==> src/rtl/loop_rep_pkg.sv <==
package loop_rep_pkg;

  typedef enum logic [1:0] {
    ST_BYPASS  = 2'd0,
    ST_ON_LOOP = 2'd1,
    ST_ACTIVE  = 2'd2
  } loop_state_e;

  localparam int unsigned PAT_W = 8;

endpackage

==> src/rtl/loop_poll_bit.sv <==
module loop_poll_bit (
  input  logic clk,
  input  logic rst_n,
  input  logic chan_rst,
  input  logic wr,
  input  logic wdata,
  output logic q
);

  always_ff @(posedge clk or negedge rst_n) begin
    if (!rst_n)        q <= 1'b0;
    else if (chan_rst) q <= 1'b0;
    else if (wr)       q <= wdata;
  end

  // a channel reset leaves the bit clear, even against a write
  assert_chan_clear_R8: assert property (@(posedge clk) disable iff (!rst_n)
    chan_rst |=> !q);

  // the bit only moves on a write strobe
  assert_hold_value_R8: assert property (@(posedge clk) disable iff (!rst_n)
    (!wr && !chan_rst) |=> $stable(q));

endmodule

==> src/rtl/loop_pat_det.sv <==
module loop_pat_det #(
  parameter int unsigned W = 8,
  parameter logic [W-1:0] EOP_PAT  = 8'b0111_1111,
  parameter logic [W-1:0] FLAG_PAT = 8'b0111_1110
) (
  input  logic clk,
  input  logic rst_n,
  input  logic clr,
  input  logic tick,
  input  logic rxd,
  output logic eop_hit,
  output logic flag_hit,
  output logic eop_pulse
);

  logic [W-1:0] win;
  logic [W-1:0] win_nxt;

  assign win_nxt  = {win[W-2:0], rxd};
  assign eop_hit  = (win_nxt == EOP_PAT);
  assign flag_hit = (win_nxt == FLAG_PAT);

  always_ff @(posedge clk or negedge rst_n) begin
    if (!rst_n) begin
      win       <= '0;
      eop_pulse <= 1'b0;
    end else if (clr) begin
      win       <= '0;
      eop_pulse <= 1'b0;
    end else begin
      eop_pulse <= tick & eop_hit;
      if (tick) win <= win_nxt;
    end
  end

  // a pulse always follows a tick
  assert_pulse_after_tick_R9: assert property (@(posedge clk) disable iff (!rst_n)
    eop_pulse |-> $past(tick));

  // pulses last one clock when ticks are single-cycle
  assert_pulse_single_R9: assert property (@(posedge clk) disable iff (!rst_n)
    (eop_pulse && !tick) |=> !eop_pulse);

endmodule

==> src/rtl/loop_seq.sv <==
module loop_seq
  import loop_rep_pkg::*;
(
  input  logic        clk,
  input  logic        rst_n,
  input  logic        chan_rst,
  input  logic        loop_act,
  input  logic        tick,
  input  logic        eop_hit,
  input  logic        flag_hit,
  input  logic        poll_eff,
  input  logic        flag_done,
  input  logic        buf_full,
  output loop_state_e st,
  output logic        hold,
  output logic        go_active,
  output logic        next_data
);

  loop_state_e st_n;
  logic        armed, armed_n, hold_n, nd_n;

  always_comb begin
    st_n      = st;
    armed_n   = armed;
    hold_n    = hold;
    nd_n      = next_data;
    go_active = 1'b0;
    if (!loop_act) begin
      st_n    = ST_BYPASS;
      armed_n = 1'b0;
      hold_n  = 1'b0;
      nd_n    = 1'b0;
    end else begin
      unique case (st)
        ST_BYPASS: begin
          if (tick && eop_hit && poll_eff) begin
            st_n    = ST_ON_LOOP;
            armed_n = 1'b1;
          end
        end
        ST_ON_LOOP: begin
          if (tick && flag_hit) armed_n = 1'b1;
          if (tick && eop_hit && poll_eff && armed) begin
            st_n      = ST_ACTIVE;
            hold_n    = 1'b1;
            go_active = 1'b1;
          end
        end
        ST_ACTIVE: begin
          if (hold) begin
            if (tick) hold_n = 1'b0;
          end else if (flag_done) begin
            if (poll_eff) begin
              nd_n = buf_full;
            end else begin
              st_n    = ST_ON_LOOP;
              armed_n = 1'b0;
              nd_n    = 1'b0;
            end
          end
        end
        default: st_n = ST_BYPASS;
      endcase
    end
  end

  always_ff @(posedge clk or negedge rst_n) begin
    if (!rst_n) begin
      st        <= ST_BYPASS;
      armed     <= 1'b0;
      hold      <= 1'b0;
      next_data <= 1'b0;
    end else if (chan_rst) begin
      st        <= ST_BYPASS;
      armed     <= 1'b0;
      hold      <= 1'b0;
      next_data <= 1'b0;
    end else begin
      st        <= st_n;
      armed     <= armed_n;
      hold      <= hold_n;
      next_data <= nd_n;
    end
  end

  // the transmitter is never seized straight from the bypass path
  assert_no_skip_R2: assert property (@(posedge clk) disable iff (!rst_n)
    (st == ST_BYPASS) |=> (st != ST_ACTIVE));

  // the inserted zero lasts exactly one bit period
  assert_hold_ends_R3: assert property (@(posedge clk) disable iff (!rst_n)
    (hold && tick && loop_act && !chan_rst) |=> !hold);

  // the loop is handed back only at a flag boundary
  assert_release_at_flag_R5: assert property (@(posedge clk) disable iff (!rst_n)
    (st == ST_ACTIVE && loop_act && !chan_rst && !flag_done) |=> (st == ST_ACTIVE));

  // a disarmed station cannot seize the loop
  assert_armed_gate_R6: assert property (@(posedge clk) disable iff (!rst_n)
    (st == ST_ON_LOOP && !armed) |=> (st != ST_ACTIVE));

  // loop operation off forces the bypass state
  assert_loop_off_R7: assert property (@(posedge clk) disable iff (!rst_n)
    !loop_act |=> (st == ST_BYPASS));

endmodule

==> src/rtl/sdlc_loop_repeater.sv <==
module sdlc_loop_repeater
  import loop_rep_pkg::*;
#(
  parameter int unsigned W = PAT_W
) (
  input  logic       clk,
  input  logic       rst_n,
  input  logic       chan_rst,
  input  logic       sync_mode,
  input  logic       loop_en,
  input  logic       poll_wr,
  input  logic       poll_wdata,
  input  logic       bit_tick,
  input  logic       rxd,
  input  logic       tx_bit,
  input  logic       flag_done,
  input  logic       tx_buf_full,
  output logic       txd,
  output logic [1:0] loop_state,
  output logic       tx_go,
  output logic       tx_next_data,
  output logic       eop_pulse,
  output logic       poll_q
);

  localparam logic [W-1:0] EOP_PAT  = {1'b0, {(W-1){1'b1}}};
  localparam logic [W-1:0] FLAG_PAT = {1'b0, {(W-2){1'b1}}, 1'b0};

  logic        loop_act, poll_eff;
  logic        eop_hit, flag_hit, go_active, hold, dly;
  loop_state_e st;

  assign loop_act = loop_en & sync_mode;
  assign poll_eff = poll_q & loop_act;

  loop_poll_bit u_poll (
    .clk      (clk),
    .rst_n    (rst_n),
    .chan_rst (chan_rst),
    .wr       (poll_wr),
    .wdata    (poll_wdata),
    .q        (poll_q)
  );

  loop_pat_det #(
    .W        (W),
    .EOP_PAT  (EOP_PAT),
    .FLAG_PAT (FLAG_PAT)
  ) u_det (
    .clk       (clk),
    .rst_n     (rst_n),
    .clr       (chan_rst),
    .tick      (bit_tick),
    .rxd       (rxd),
    .eop_hit   (eop_hit),
    .flag_hit  (flag_hit),
    .eop_pulse (eop_pulse)
  );

  loop_seq u_seq (
    .clk       (clk),
    .rst_n     (rst_n),
    .chan_rst  (chan_rst),
    .loop_act  (loop_act),
    .tick      (bit_tick),
    .eop_hit   (eop_hit),
    .flag_hit  (flag_hit),
    .poll_eff  (poll_eff),
    .flag_done (flag_done),
    .buf_full  (tx_buf_full),
    .st        (st),
    .hold      (hold),
    .go_active (go_active),
    .next_data (tx_next_data)
  );

  // one-bit repeat register; the last pattern bit becomes zero on seizure
  always_ff @(posedge clk or negedge rst_n) begin
    if (!rst_n)        dly <= 1'b0;
    else if (chan_rst) dly <= 1'b0;
    else if (bit_tick) dly <= go_active ? 1'b0 : rxd;
  end

  always_comb begin
    if (!loop_act) begin
      txd = tx_bit;
    end else begin
      unique case (st)
        ST_BYPASS:  txd = rxd;
        ST_ON_LOOP: txd = dly;
        ST_ACTIVE:  txd = hold ? dly : tx_bit;
        default:    txd = rxd;
      endcase
    end
  end

  assign loop_state = st;
  assign tx_go      = (st == ST_ACTIVE) && !hold;

  // the bit period after seizure carries a zero
  assert_flag_close_R3: assert property (@(posedge clk) disable iff (!rst_n)
    (st == ST_ACTIVE && hold && loop_act) |-> (txd == 1'b0));

  // only the three defined state codes appear
  assert_state_code_R10: assert property (@(posedge clk) disable iff (!rst_n)
    loop_state != 2'd3);

endmodule

==> config.mk <==
export PLATFORM = sky130hd
export DESIGN_NAME = sdlc_loop_repeater
export DESIGN_NICKNAME = d
export VERILOG_FILES = /design/src/rtl/loop_rep_pkg.sv /design/src/rtl/loop_poll_bit.sv /design/src/rtl/loop_pat_det.sv /design/src/rtl/loop_seq.sv /design/src/rtl/sdlc_loop_repeater.sv
export SDC_FILE = /design/constraint.sdc
export NUM_CORES = 1
export LEC_CHECK = 0
export BUFFER_PORTS_ARGS = -buffer_cell sky130_fd_sc_hd__buf_2
export CELL_PAD_IN_SITES_DETAIL_PLACEMENT = 0
export CELL_PAD_IN_SITES_GLOBAL_PLACEMENT = 1
export CORE_AREA = 3 3 59 47
export DETAILED_ROUTE_END_ITERATION = 10
export DIE_AREA = 0 0 62 50
export GPL_ROUTABILITY_DRIVEN = 0
export PLACE_DENSITY_LB_ADDON = 0.1
export SETUP_SLACK_MARGIN = 0.05
export SKIP_CTS_REPAIR_TIMING = 1
export SYNTH_ARGS = -nofsm -noshare
export SYNTH_HDL_FRONTEND = slang
export SYNTH_SLANG_ARGS = --single-unit
==> constraint.sdc <==
create_clock -name clk -period 1.8 [get_ports clk]
set_input_delay 0.18 -clock clk [delete_from_list [all_inputs] [get_ports clk]]
set_output_delay 0.18 -clock clk [all_outputs]
set_load 0.05 [all_outputs]
# Word-level counts from Yosys, hierarchy flattened
# Index checks and enable logic that the tools add are counted.
dict set report classes {
  reduce_logical 13
  n_eq_ne 15
  bitwise 3
  mux 42
}
# operator count
set ops {}
lappend ops {{two-way mux 1 bit} 29}
lappend ops {{equality test 8 x 7 -> 1 bit (second input constant)} 2}
lappend ops {{two-way mux 2 bit} 7}
lappend ops {{two-way mux 7 bit} 2}
lappend ops {{inequality test 4 x 3 -> 1 bit (second input constant)} 3}
lappend ops {{inequality test 4 bit (second input constant)} 3}
lappend ops {{inequality test 3 bit (second input constant)} 2}
lappend ops {{case mux 2 bit (3 select lines)} 1}
lappend ops {{AND reduction 6 bit} 1}
lappend ops {{logical AND 1 bit} 5}
lappend ops {{inequality test 5 x 2 -> 1 bit (second input constant)} 1}
lappend ops {{AND reduction 5 bit} 1}
lappend ops {{inequality test 4 x 2 -> 1 bit (second input constant)} 1}
lappend ops {{case mux 1 bit (2 select lines)} 2}
lappend ops {{nonzero test 2 bit} 2}
lappend ops {{bitwise AND 1 bit} 3}
lappend ops {{inequality test 3 x 2 -> 1 bit (second input constant)} 1}
lappend ops {{case mux 1 bit (3 select lines)} 1}
lappend ops {{AND reduction 3 bit} 1}
lappend ops {{equality test 2 x 1 -> 1 bit (second input constant)} 1}
lappend ops {{equality test 2 bit (second input constant)} 1}
lappend ops {{zero test 2 bit} 1}
lappend ops {{AND reduction 2 bit} 1}
lappend ops {{zero test 1 bit} 1}
dict set report totals {
  out_inout_bits 7
  register_bits 15
  wordCells 81
  in_bits 12
}

# Logic depth before layout (Yosys ltp)
# Gate-level depths: netlist of the first run.
dict set report logic_depth {
  word_depth 10
  mapped_depth 6
  ltp_nobuf 6
}

# Cells and area by module
# A second synthesis of the first run with hierarchy kept.
dict set report unflattened {
  hier_cells 91
  hier_area_um2 929.6
}
# mod cells_per_inst n_inst area_each_um2 seq_area_each_um2
set modules_own_cells {}
lappend modules_own_cells {loop_seq 40 1 394.1 125.1}
lappend modules_own_cells {loop_pat_det 31 1 362.8 200.2}
lappend modules_own_cells {sdlc_loop_repeater 17 1 133.9 25.0}
lappend modules_own_cells {loop_poll_bit 3 1 38.8 25.0}

# Least setup slack after synthesis of the first run
# OpenSTA, ideal clock, no wires.
dict set report synth_timing {
  path_type {reg-to-reg}
  start {reg u_seq.st[0]}
  end {reg u_seq.next_data}
  path_buffers 0
  path_stages_with_launch 6
  setup_slack_ns -0.396
  t_required_ns 1.722
  setup_time_ns 0.078
  synth_period_minus_slack_ns 2.196
  t_arrival_ns 2.118
  path_cell_list {dfrtp_1 -> inv_1 -> ha_1 -> nor2b_1 -> nand4_1 -> a21oi_1}
}
dict set report synth_between {
  elab_chain_cells 3
}
# element line
set synth_rtl {}
lappend synth_rtl {{from (decl)} loop_seq.sv:14} ;# output loop_state_e st,
lappend synth_rtl {{from (signal assigned)} loop_seq.sv:80} ;# st <= st_n;
lappend synth_rtl {{equality test 2 bit} loop_seq.sv:35} ;# unique case (st)
lappend synth_rtl {{inequality test 3 x 2 -> 1 bit (no line)} --}
lappend synth_rtl {{AND reduction 3 bit (no line)} --}
lappend synth_rtl {{to (signal assigned)} loop_seq.sv:83} ;# next_data <= nd_n;
lappend synth_rtl {{to (decl)} loop_seq.sv:17} ;# output logic next_data
# No other way between the ends.
# A chain may end at the register's enable or synchronous reset.

# Final worst setup path of the first run
dict set report layout_timing {
  start {reg u_seq.st[1]}
  end {out txd}
}
dict set report layout_between {
  elab_chain_cells 3
  word_cells_on_any_way 4
  cone_classes {eq/ne (2); mux (2)}
}
# element line
set layout_rtl {}
lappend layout_rtl {{equality test 2 bit or equality test 2 x 1 -> 1 bit (tied branches)} sdlc_loop_repeater.sv:88} ;# unique case (st)
lappend layout_rtl {{case mux 1 bit (2 select lines) *} sdlc_loop_repeater.sv:88}
lappend layout_rtl {{two-way mux 1 bit *} sdlc_loop_repeater.sv:85} ;# if (!loop_act) begin
lappend layout_rtl {{to (decl)} sdlc_loop_repeater.sv:18} ;# output logic txd,
# Every way passes the cells marked *; elsewhere a longest branch is shown, timed or not.

==> results of run 1 <==
[final timing paths]
kind                                  from  depth (start not counted)              end  slack, ns
setup / recovery               u_seq.st[1]                          6              txd      -0.16
hold / removal                  poll_wdata                          3         u_poll.q       0.12
setup reg to reg                  u_poll.q                          4      u_seq.st[0]       0.18
hold reg to reg            u_seq.next_data                          2  u_seq.next_data       0.53
max in group asynchronous            rst_n                          2      u_seq.st[0]       1.23
min in group asynchronous            rst_n                          2     u_det.win[2]       0.30
[per-stage QoR]
| stage | hold WS, ns | std cells | area, um^2 | power (mW) | TNS (ns) |
|---|---|---|---|---|---|
| finish | 0.118 | 146 | 1140 | 0.631 | -0.164 |
| CTS | -0.224 | 142 | 1090 | 0.634 | -0.217 |
| floorplan | -0.116 | 86 | 916 | 0.390 | 0 |
| detailed placement | 0.109 | 138 | 1060 | 0.423 | 0 |
| global placement | 0.109 | 138 | 1060 | 0.422 | 0 |
| global route | 0.136 | 146 | 1140 | 0.664 | -0.219 |
[state kept, by name, indices dropped and copies added, names as in the netlist]
register and count:
u_seq.st 2, u_seq.armed 1, u_seq.next_data 1, u_det.win 7
dly 1, u_seq.hold 1, u_poll.q 1, u_det.eop_pulse 1
[synthesized netlist by cell type]
master     instances  area [um^2]
nand3_2            1         10.0
nand4_1            4         25.0
and3_2             1         7.51
nand2_1            7         26.3
nor3b_1            3         22.5
o32ai_1            1         8.76
nor2b_1            1         6.26
o41ai_4            1         27.5
nand2b_1           1         6.26
nand3_1            1         5.00
and3_1             1         6.26
a221oi_2           1         15.0
mux2i_1            9         90.1
ha_1               4         50.1
o211ai_1           1         7.51
inv_1              6         22.5
o21ai_0            1         5.00
o211a_1            1         10.0
o31ai_1            3         22.5
nand4b_4           1         23.8
a211oi_1           1         7.51
a22o_1             1         8.76
a221o_1            1         10.0
dfrtp_1           15          375
o2111ai_1          1         8.76
nor2_1            11         41.3
a21oi_1            2         10.0
clkbuf_1           2         7.51
or2_2              2         12.5
o22ai_1            1         6.26
[placed cells by master (no fill, tap or decap), types with 2 or more instances in the layout]
master and instances:
mux2i_1 9, nor3b_1 3, or2_2 2, inv_1 4, nand2_1 7, nand4_1 4
a21oi_1 2, buf_2 16, nor2_1 11, dfrtp_2 3, ha_1 2, dfrtp_1 12
clkbuf_4 3, buf_4 6, o31ai_1 3
[final cells by class]
| cell class | count | area (um^2) |
|---|---|---|
| fill | 208 | 1130 |
| multi-input combinational | 63 | 509 |
| sequential | 15 | 379 |
| timing repair buffer | 24 | 150 |
| tap | 34 | 42.5 |
| inverter | 6 | 25.0 |
| clock buffer | 3 | 22.5 |
| clock inverter | 1 | 7.51 |
[power by group through the flow]
stage | sequential [mW] | combinational (mW) | clock, mW
after floorplan | 0.357 | 0.0328 | 0
after global placement | 0.354 | 0.0682 | 0
after detailed placement | 0.354 | 0.0686 | 0
after CTS | 0.348 | 0.0688 | 0.217
after global routing | 0.349 | 0.0805 | 0.235
final | 0.348 | 0.0736 | 0.209
[worst max-delay path, delay by kind of cell, from the launching register on]
kind | cells | cell delay [ns]
AO/OA/AOI/OAI | 2 | 0.53
adder cells (fa/ha/maj) | 1 | 0.18
buffers and inverters | 2 | 0.21
flip-flops | 1 | 0.43
AND/OR/NAND/NOR | 1 | 0.15
[cell families (layout without fill, tap and decap cells)]
| group | after synthesis | count (layout) | synth area share |
|---|---|---|---|
| AO/OA/AOI/OAI | 16 | 16 | 0.167 |
| adder cells (fa/ha/maj) | 4 | 4 | 0.0565 |
| buffers and inverters | 8 | 34 | 0.0339 |
| flip-flops | 15 | 15 | 0.424 |
| multiplexers | 9 | 9 | 0.102 |
| AND/OR/NAND/NOR | 34 | 34 | 0.218 |
[layer usage]
metal	vias to the layer above	global-route usage	share of wire
li1	366	-	-
met1	334	0.210	0.51
met2	25	0.184	0.39
met3	4	0.0576	0.082
met4	0	0.0318	0.0099
met5	-	0	0
==> run_results.csv, run 1 <==
group,metric,value,unit
clock_network,clk-insertion-delay-late,0.30,ns
synthesis,post_synth_instance_area,886,um^2
clock_network,htree_num_levels,1,
floorplanning,die_y,50,um
route,firstDrtPassIters,4,
route,routed_wl,1920,um
global_routing,grt_max_degree,16,
synthesis,ys_seq_area_frac,0.424,
cells_and_area,area_growth,28.2,%
worst_setup_path,worstPathRequired,1.62,ns
placement,numPortBuffers,18,
cells_and_area,drive_gt1_frac,0.393,
worst_setup_path,crit_fanout,5,
clock_network,clk_pin_slew,0.11,ns
floorplanning,io-pin-count,19,
floorplanning,die_w,62,um
cells_and_area,final_util,0.500,
synthesis,ys_seq_elements,15,
clock_network,root_buffer,"clkbuf_4",
worst_setup_path,cp_cell_sequence,"inv_4 -> ha_4 -> and3_4 -> a22o_1 -> a221o_2 -> buf_8",
timing,finalHoldViolations,0,
timing,fin_crit,1.96,ns
timing,max_freq,509,MHz
synthesis,synth_cell_types,30,
floorplanning,die_area,0.00310,mm^2
run_status,status,"finished with violations",
run,drv_cap,0,
power_and_ir_drop,powerDensity,555,mW/mm^2
cells_and_area,finalNetCount,129,
clock_network,clock_path_buffers,2,
route,wire_per_inst,13.1,um
worst_setup_path,crit_type,"reg2out",
floorplanning,rows,15,
global_routing,grt-ovfl-total,0,
timing,worst_slack,-0.164,ns
route,remaining_drc_errors,0,
worst_setup_path,cp-end-kind,"output pin",
run_status,violations,"negative setup slack",
route,ant_nets,0,
global_routing,grt_pass1_wl,3160,um
timing,finalClockSkew,0.0109,ns
global_routing,grtUsageTotal,0.140,
power_and_ir_drop,p_sw_frac,0.277,
worst_hold_path,hold_path_class,"in2reg",
power_and_ir_drop,peakVddDrop,0.294,mV
clock_network,cts_buffers,3,
cells_and_area,antenna_cells,0,
timing,max_slew.worst_pin.slew,0.431,ns
synthesis,netlist_instances,86,
clock_network,cts_sinks,15,
synthesis,yosysWarnings,0,
power_and_ir_drop,p_leak,0.539,nW
floorplanning,start_util,0.390,
timing,slew_headroom,0.710,
route,vias,729,
clock_network,cts_tree,"done",
timing,setup_viol_count_final,1,
global_routing,antenna_found_initial,0,
placement,hpwl,1480,um
timing,period_share,1.09,
placement,place_ws,0.125,ns
worst_setup_path,slowest_delay,0.43,ns
timing,rsz0062_at_grt,"yes",
worst_setup_path,startpoint_type,"flip-flop",
route,avgViaCountPerCell,4.99,
floorplanning,design.core.area,0.00227,mm^2
power_and_ir_drop,p_seq_frac,0.552,
synthesis,syn_nets,102,
route,dr.first_iter.drc_count,32,
synthesis,avgSynthCellArea,10.3,um^2
power_and_ir_drop,p_sw,0.174,mW
global_routing,grt_pass1_vias,679,
worst_setup_path,worst_ep_arrival_time,1.78,ns
timing,maxSlewViolCount,0,
power_and_ir_drop,pwr-share-clk,0.332,
worst_setup_path,slowest_stage,"dfrtp_2",
power_and_ir_drop,internal_power,0.456,mW
power_and_ir_drop,power_frac_comb,0.117,
Power figures use the tool's default switching activity.
==> inputs of run 2 (changes only) <==
==> constraint.sdc (replaced) <==
create_clock -name clk -period 1.8 [get_ports clk]
set_input_delay 0.09 -clock clk [delete_from_list [all_inputs] [get_ports clk]]
set_output_delay 0.09 -clock clk [all_outputs]
set_load 0.05 [all_outputs]
==> run 2 against run 1 <==
  * Largest power group unchanged
  * Sequential share of layout area decreased by 1.8 points
  * Worst setup slack better by 0.11 ns
  * Combinational power up 0.7%
  * Register-to-register slack about the same
  * Total power down 0.94%
  * Cell count rose by 3.4%
  * Critical path type unchanged
  * Critical endpoint unchanged
  * The flow still finishes with violations (negative setup slack)
  * Routed wire length rose by 15%
  * Hold slack worse by 0.070 ns
==> run_results.csv, run 2 (synthesis gave the netlist of run 1 again) <==
group,metric,value,unit
run_status,status,"finished with violations",
run_status,violations,"negative setup slack",
route,avgViaCountPerCell,5.28,
placement,hpwl,1550,um
power_and_ir_drop,peakVddDrop,0.292,mV
global_routing,grt_max_degree,16,
timing,max_freq,538,MHz
route,dr.first_iter.drc_count,23,
global_routing,grtUsageTotal,0.164,
power_and_ir_drop,p_leak,0.567,nW
cells_and_area,fillers,222,
cells_and_area,drive_gt1_frac,0.419,
global_routing,grt-ovfl-total,0,
floorplanning,die_w,62,um
power_and_ir_drop,internal_power,0.458,mW
cells_and_area,finalNetCount,134,
worst_setup_path,startpoint_type,"flip-flop",
timing,finalClockSkew,0.0119,ns
power_and_ir_drop,finalPower,0.625,mW
route,routed_wl,2200,um
timing,max_slew.worst_pin.slew,0.409,ns
clock_network,cts_buffers,3,
clock_network,clock_path_buffers,2,
placement,numPortBuffers,18,
floorplanning,rows,15,
cells_and_area,seqCellArea,379,um^2
global_routing,grt_pass1_wl,3760,um
clock_network,clk_pin_slew,0.10,ns
cells_and_area,final_common_cell,"buf_2",
worst_setup_path,worstPathRequired,1.71,ns
power_and_ir_drop,p_sw_frac,0.267,
timing,fin_crit,1.86,ns
clock_network,htree_num_levels,1,
worst_hold_path,hold_path_class,"in2reg",
worst_setup_path,crit_type,"reg2out",
cells_and_area,top_register,"u_det.win",
timing,setup_viol_count_final,1,
global_routing,antenna_found_initial,0,
route,remaining_drc_errors,0,
cells_and_area,antenna_cells,0,
floorplanning,start_util,0.390,
power_and_ir_drop,p_seq_frac,0.557,
route,vias,798,
timing,rsz0062_at_grt,"yes",
cells_and_area,mostFrequentLayoutCells,"buf_2, dfrtp_1, nor2_1",
route,firstDrtPassIters,4,
clock_network,clk-insertion-delay-late,0.29,ns
power_and_ir_drop,power_frac_comb,0.119,
clock_network,cts_sinks,15,
cells_and_area,reg.largest.list,"u_det.win (7), u_seq.st (2)",
worst_setup_path,worst_ep_arrival_time,1.77,ns
cells_and_area,area_growth,35.5,%
timing,worst_slack,-0.0583,ns
timing,maxSlewViolCount,0,
floorplanning,die_area,0.00310,mm^2
route,wire_per_inst,14.6,um
worst_setup_path,cp-end-kind,"output pin",
timing,holdWs,0.0477,ns
timing,slew_headroom,0.725,
global_routing,grt_pass1_vias,784,
clock_network,root_buffer,"clkbuf_4",
clock_network,cts_tree,"done",
power_and_ir_drop,p_sw,0.167,mW
power_and_ir_drop,powerDensity,521,mW/mm^2
timing,period_share,1.03,
route,ant_nets,0,
timing,finalHoldViolations,0,
cells_and_area,multi_input_area,539,um^2
floorplanning,design.core.area,0.00227,mm^2
timing,final.setup.tns,-0.0583,ns
power_and_ir_drop,pwr-share-clk,0.324,
floorplanning,io-pin-count,19,
floorplanning,die_y,50,um
worst_setup_path,crit_fanout,5,
cells_and_area,largest_reg_flops,7,
run,drv_cap,0,
==> run 2: cell count changes in the layout (fill, tap and decap cells not counted), sizes merged <==
cell      before  now
clkbuf         3    5
clkinvlp       1    0
buf           23   27
==> run 2: cell type report <==
class,count,share of cell area
multi-input combinational,63,0.449
sequential,15,0.316
timing repair buffer,29,0.156
tap,34,0.0355
clock buffer,4,0.0219
inverter,6,0.0209
==> run 2: power by group through the flow <==
stage / Sequential, mW / Clock [mW] / Combinational (mW)
6_report: 0.348 / 0.203 / 0.0741
5_1_grt: 0.349 / 0.228 / 0.0819
4_1_cts: 0.348 / 0.210 / 0.0688
3_5_place_dp: 0.354 / 0 / 0.0683
3_3_place_gp: 0.354 / 0 / 0.0679
2_1_floorplan: 0.357 / 0 / 0.0328
==> run 2: path summary, 6_finish.rpt <==
check,from,endpoint,slack [ns],depth (start not counted)
setup reg to reg,u_poll.q,u_seq.st[0],0.19,4
max in group asynchronous,rst_n,u_seq.st[1],1.29,2
hold / removal,poll_wdata,u_poll.q,0.05,3
setup / recovery,u_seq.st[0],txd,-0.06,5
hold reg to reg,u_seq.next_data,u_seq.next_data,0.53,2
min in group asynchronous,rst_n,u_det.eop_pulse,0.22,2
==> run 2: worst max-delay path, cell delays in order, from the launching register on <==
cell and delay, ns:
dfrtp_2 0.44, ha_4 0.18, and3_4 0.15, a22o_1 0.19
a221o_2 0.35, buf_8 0.16
==> run 2: routing by layer <==
metal | global-route usage | vias up | wire (um)
li1 | - | 377 | -
met1 | 0.237 | 387 | 1040
met2 | 0.224 | 28 | 971
met3 | 0.0524 | 6 | 144
met4 | 0.0601 | 0 | 46
met5 | 0 | - | 0
==> run 2: per-stage QoR <==
| stage | worst slack, ns | std cells | utilization | area (um^2) |
|---|---|---|---|---|
| 4_1_cts | -0.191 | 142 | 0.474 | 1080 |
| 5_1_grt | -0.130 | 151 | 0.528 | 1200 |
| 3_3_place_gp | 0.134 | 138 | 0.463 | 1050 |
| 6_report | -0.0583 | 151 | 0.528 | 1200 |
| 2_1_floorplan | 0.0646 | 86 | - | 911 |
| 3_5_place_dp | 0.137 | 138 | 0.463 | 1050 |
==> inputs of run 3 (changes only) <==
BUFFER_PORTS_ARGS = -buffer_cell sky130_fd_sc_hd__buf_4   (was -buffer_cell sky130_fd_sc_hd__buf_2)
CORE_AREA = 3 3 60 48   (was 3 3 59 47)
DIE_AREA = 0 0 63 51   (was 0 0 62 50)
SYNTH_HIERARCHICAL = 1   (was default)
==> run 3 against run 2 <==
  * The run now ends clean
  * Maximum frequency increased by 9.3%
  * First-iteration DRC count fell by 39%
  * Utilization is 0.22 points higher
  * Sequential power up 1%
  * Routed wire length down 7.8%
  * Combinational power rose by 70%
  * Hold slack got worse by 0.0021 ns
  * Critical path type is now reg2reg
  * Critical endpoint is now u_seq/armed
  * Highest routed layer unchanged
==> run_results.csv, run 3 <==
group,metric,value,unit
worst_setup_path,slowest_delay,0.45,ns
cells_and_area,final_util,0.531,
clock_network,cts_buffers,3,
floorplanning,die_w,63,um
floorplanning,start_util,0.403,
route,wire_per_inst,13.6,um
power_and_ir_drop,peakVddDrop,0.376,mV
power_and_ir_drop,internal_power,0.488,mW
floorplanning,io-pin-count,19,
timing,fin_crit,1.70,ns
timing,slew_headroom,0.803,
synthesis,yosys-top-cells-area,"dfrtp_1, mux2i_1, ha_1",
cells_and_area,antenna_cells,0,
worst_setup_path,worst_r2r_path_depth,6,
synthesis,synth_common_cells,"dfrtp_1, nor2_1, mux2i_1",
synthesis,yosysTopAreaCellShare,0.404,
global_routing,grtUsageTotal,0.135,
global_routing,antenna_found_initial,0,
route,ant_nets,0,
synthesis,yosysTopAreaCell,"dfrtp_1",
power_and_ir_drop,p_sw_frac,0.274,
floorplanning,design.core.area,0.00231,mm^2
worst_setup_path,r2r_slack,0.1,ns
timing,rsz0062_at_grt,"no",
worst_setup_path,startpoint_type,"flip-flop",
floorplanning,die_y,51,um
clock_network,htree_num_levels,1,
route,vias,741,
power_and_ir_drop,p_seq_frac,0.525,
worst_hold_path,hold_path_depth,3,
route,firstDrtPassIters,4,
synthesis,synth_cell_types,32,
worst_setup_path,worstPathRequired,1.97,ns
placement,place_area,0.00112,mm^2
worst_setup_path,r2r_start,"u_seq/st[1]",
synthesis,ys_seq_elements,15,
synthesis,syn_nets,109,
power_and_ir_drop,p_leak,0.567,nW
timing,period_share,0.945,
worst_hold_path,min-delay-start,"poll_wdata",
placement,dp_cells,141,
timing,worst_slack,0.0995,ns
synthesis,yosysWarnings,6,
timing,setup_viol_count_final,0,
timing,max_slew.worst_pin.slew,0.295,ns
floorplanning,die_area,0.00321,mm^2
global_routing,grt_pass1_vias,722,
cells_and_area,area_growth,31.8,%
cells_and_area,finalNetCount,134,
worst_setup_path,crit_fanout,7,
route,remaining_drc_errors,0,
cells_and_area,reg.largest.list,"u_det/win (7), u_seq/st (2)",
synthesis,netlist_instances,91,
worst_setup_path,r2r_end,"u_seq/armed",
timing,holdWs,0.0456,ns
route,routed_wl,2030,um
power_and_ir_drop,p_sw,0.184,mW
cells_and_area,mostFrequentLayoutCells,"buf_4, nor2_1, dfrtp_1",
worst_setup_path,cp_cell_sequence,"buf_4 -> ha_4 -> inv_1 -> o32a_4 -> o311ai_2 -> mux2_4",
synthesis,ys_seq_area_frac,0.404,
synthesis,post_synth_instance_area,930,um^2
worst_setup_path,worst_ep_arrival_time,1.87,ns
global_routing,grt_max_degree,16,
timing,max_freq,588,MHz
cells_and_area,final_common_cell,"buf_4",
cells_and_area,final_area,0.00122,mm^2
run_status,status,"completed",
placement,hpwl,1530,um
placement,place_ws,0.0936,ns
worst_setup_path,crit_type,"reg2reg",
cells_and_area,largest_reg_flops,7,
clock_network,root_buffer,"clkbuf_4",
clock_network,cts_sinks,15,
synthesis,async_flop_share,1.00,
synthesis,synth_most_common_cell,"dfrtp_1",
global_routing,grt-ovfl-total,0,
timing,finalHoldViolations,0,
cells_and_area,fillers,226,
timing,final.setup.tns,0,ns
cells_and_area,multi_input_area,579,um^2
timing,finalClockSkew,0.00175,ns
clock_network,clock_path_buffers,2,
clock_network,clk-insertion-delay-late,0.28,ns
power_and_ir_drop,pwr-share-clk,0.287,
power_and_ir_drop,powerDensity,549,mW/mm^2
worst_hold_path,hold_path_class,"in2reg",
power_and_ir_drop,power_frac_comb,0.188,
global_routing,grt_pass1_wl,3330,um
cells_and_area,drive_gt1_frac,0.417,
clock_network,clk_pin_slew,0.09,ns
cells_and_area,top_register,"u_det/win",
synthesis,synth-main-ff-cell,"dfrtp_1",
cells_and_area,seqCellArea,379,um^2
worst_setup_path,slowest_stage,"dfrtp_2",
timing,maxSlewViolCount,0,
cells_and_area,final-instance-count-excl-fill,149,
route,avgViaCountPerCell,4.97,
power_and_ir_drop,finalPower,0.673,mW
route,dr.first_iter.drc_count,14,
floorplanning,rows,15,
run,drv_cap,0,
placement,numPortBuffers,18,
worst_hold_path,whs_endpoint,"u_poll/q",
clock_network,cts_tree,"done",
worst_setup_path,cp-end-kind,"flip-flop",
synthesis,avgSynthCellArea,10.2,um^2
synthesis,synth_edf_count,0,
-- run 3: worst max-delay path: cells and delay by family (launching register included) --
| kind | cells | cell delay (ns) |
|---|---|---|
| flops | 1 | 0.45 |
| compound gates | 2 | 0.49 |
| mux | 1 | 0.33 |
| fa+ha+maj | 1 | 0.13 |
| buf+inv | 2 | 0.20 |
-- run 3: how the worst max path moves through the flow --
stage	start	end	depth (start not counted)
2_1_floorplan	u_seq/st[0]	txd	4
5_1_grt	u_seq/st[1]	u_seq/armed	6
3_5_place_dp	u_det/win[6]	u_seq/armed	6
4_1_cts	u_seq/st[1]	txd	5
3_3_place_gp	u_seq/st[0]	u_seq/armed	6
6_report	u_seq/st[1]	u_seq/armed	6
-- run 3: area by class of cell --
class | instances | area share
inverters | 7 | 0.0215
repair buffers | 22 | 0.140
clock buffers | 4 | 0.0215
multi-input cells | 67 | 0.473
well taps | 34 | 0.0347
flip-flops and latches | 15 | 0.310
-- run 3: cell families after synthesis --
group | synth area share
buf+inv | 0.0444
mux | 0.113
compound gates | 0.129
flops | 0.404
fa+ha+maj | 0.0808
simple gates | 0.229
-- run 3: power by group through the flow --
stage	Sequential [mW]	Clock [mW]	Combinational, mW
after floorplan	0.366	0	0.0630
after global placement	0.360	0	0.114
after detailed placement	0.360	0	0.115
after CTS	0.353	0.206	0.116
after global routing	0.355	0.223	0.137
final	0.353	0.193	0.126
-- run 3: layer usage --
layer,global-route usage,routed length (um),up-vias
li1,-,-,368
met1,0.183,995,352
met2,0.205,911,19
met3,0.0527,115,2
met4,0.0220,9,0
met5,0,0,-
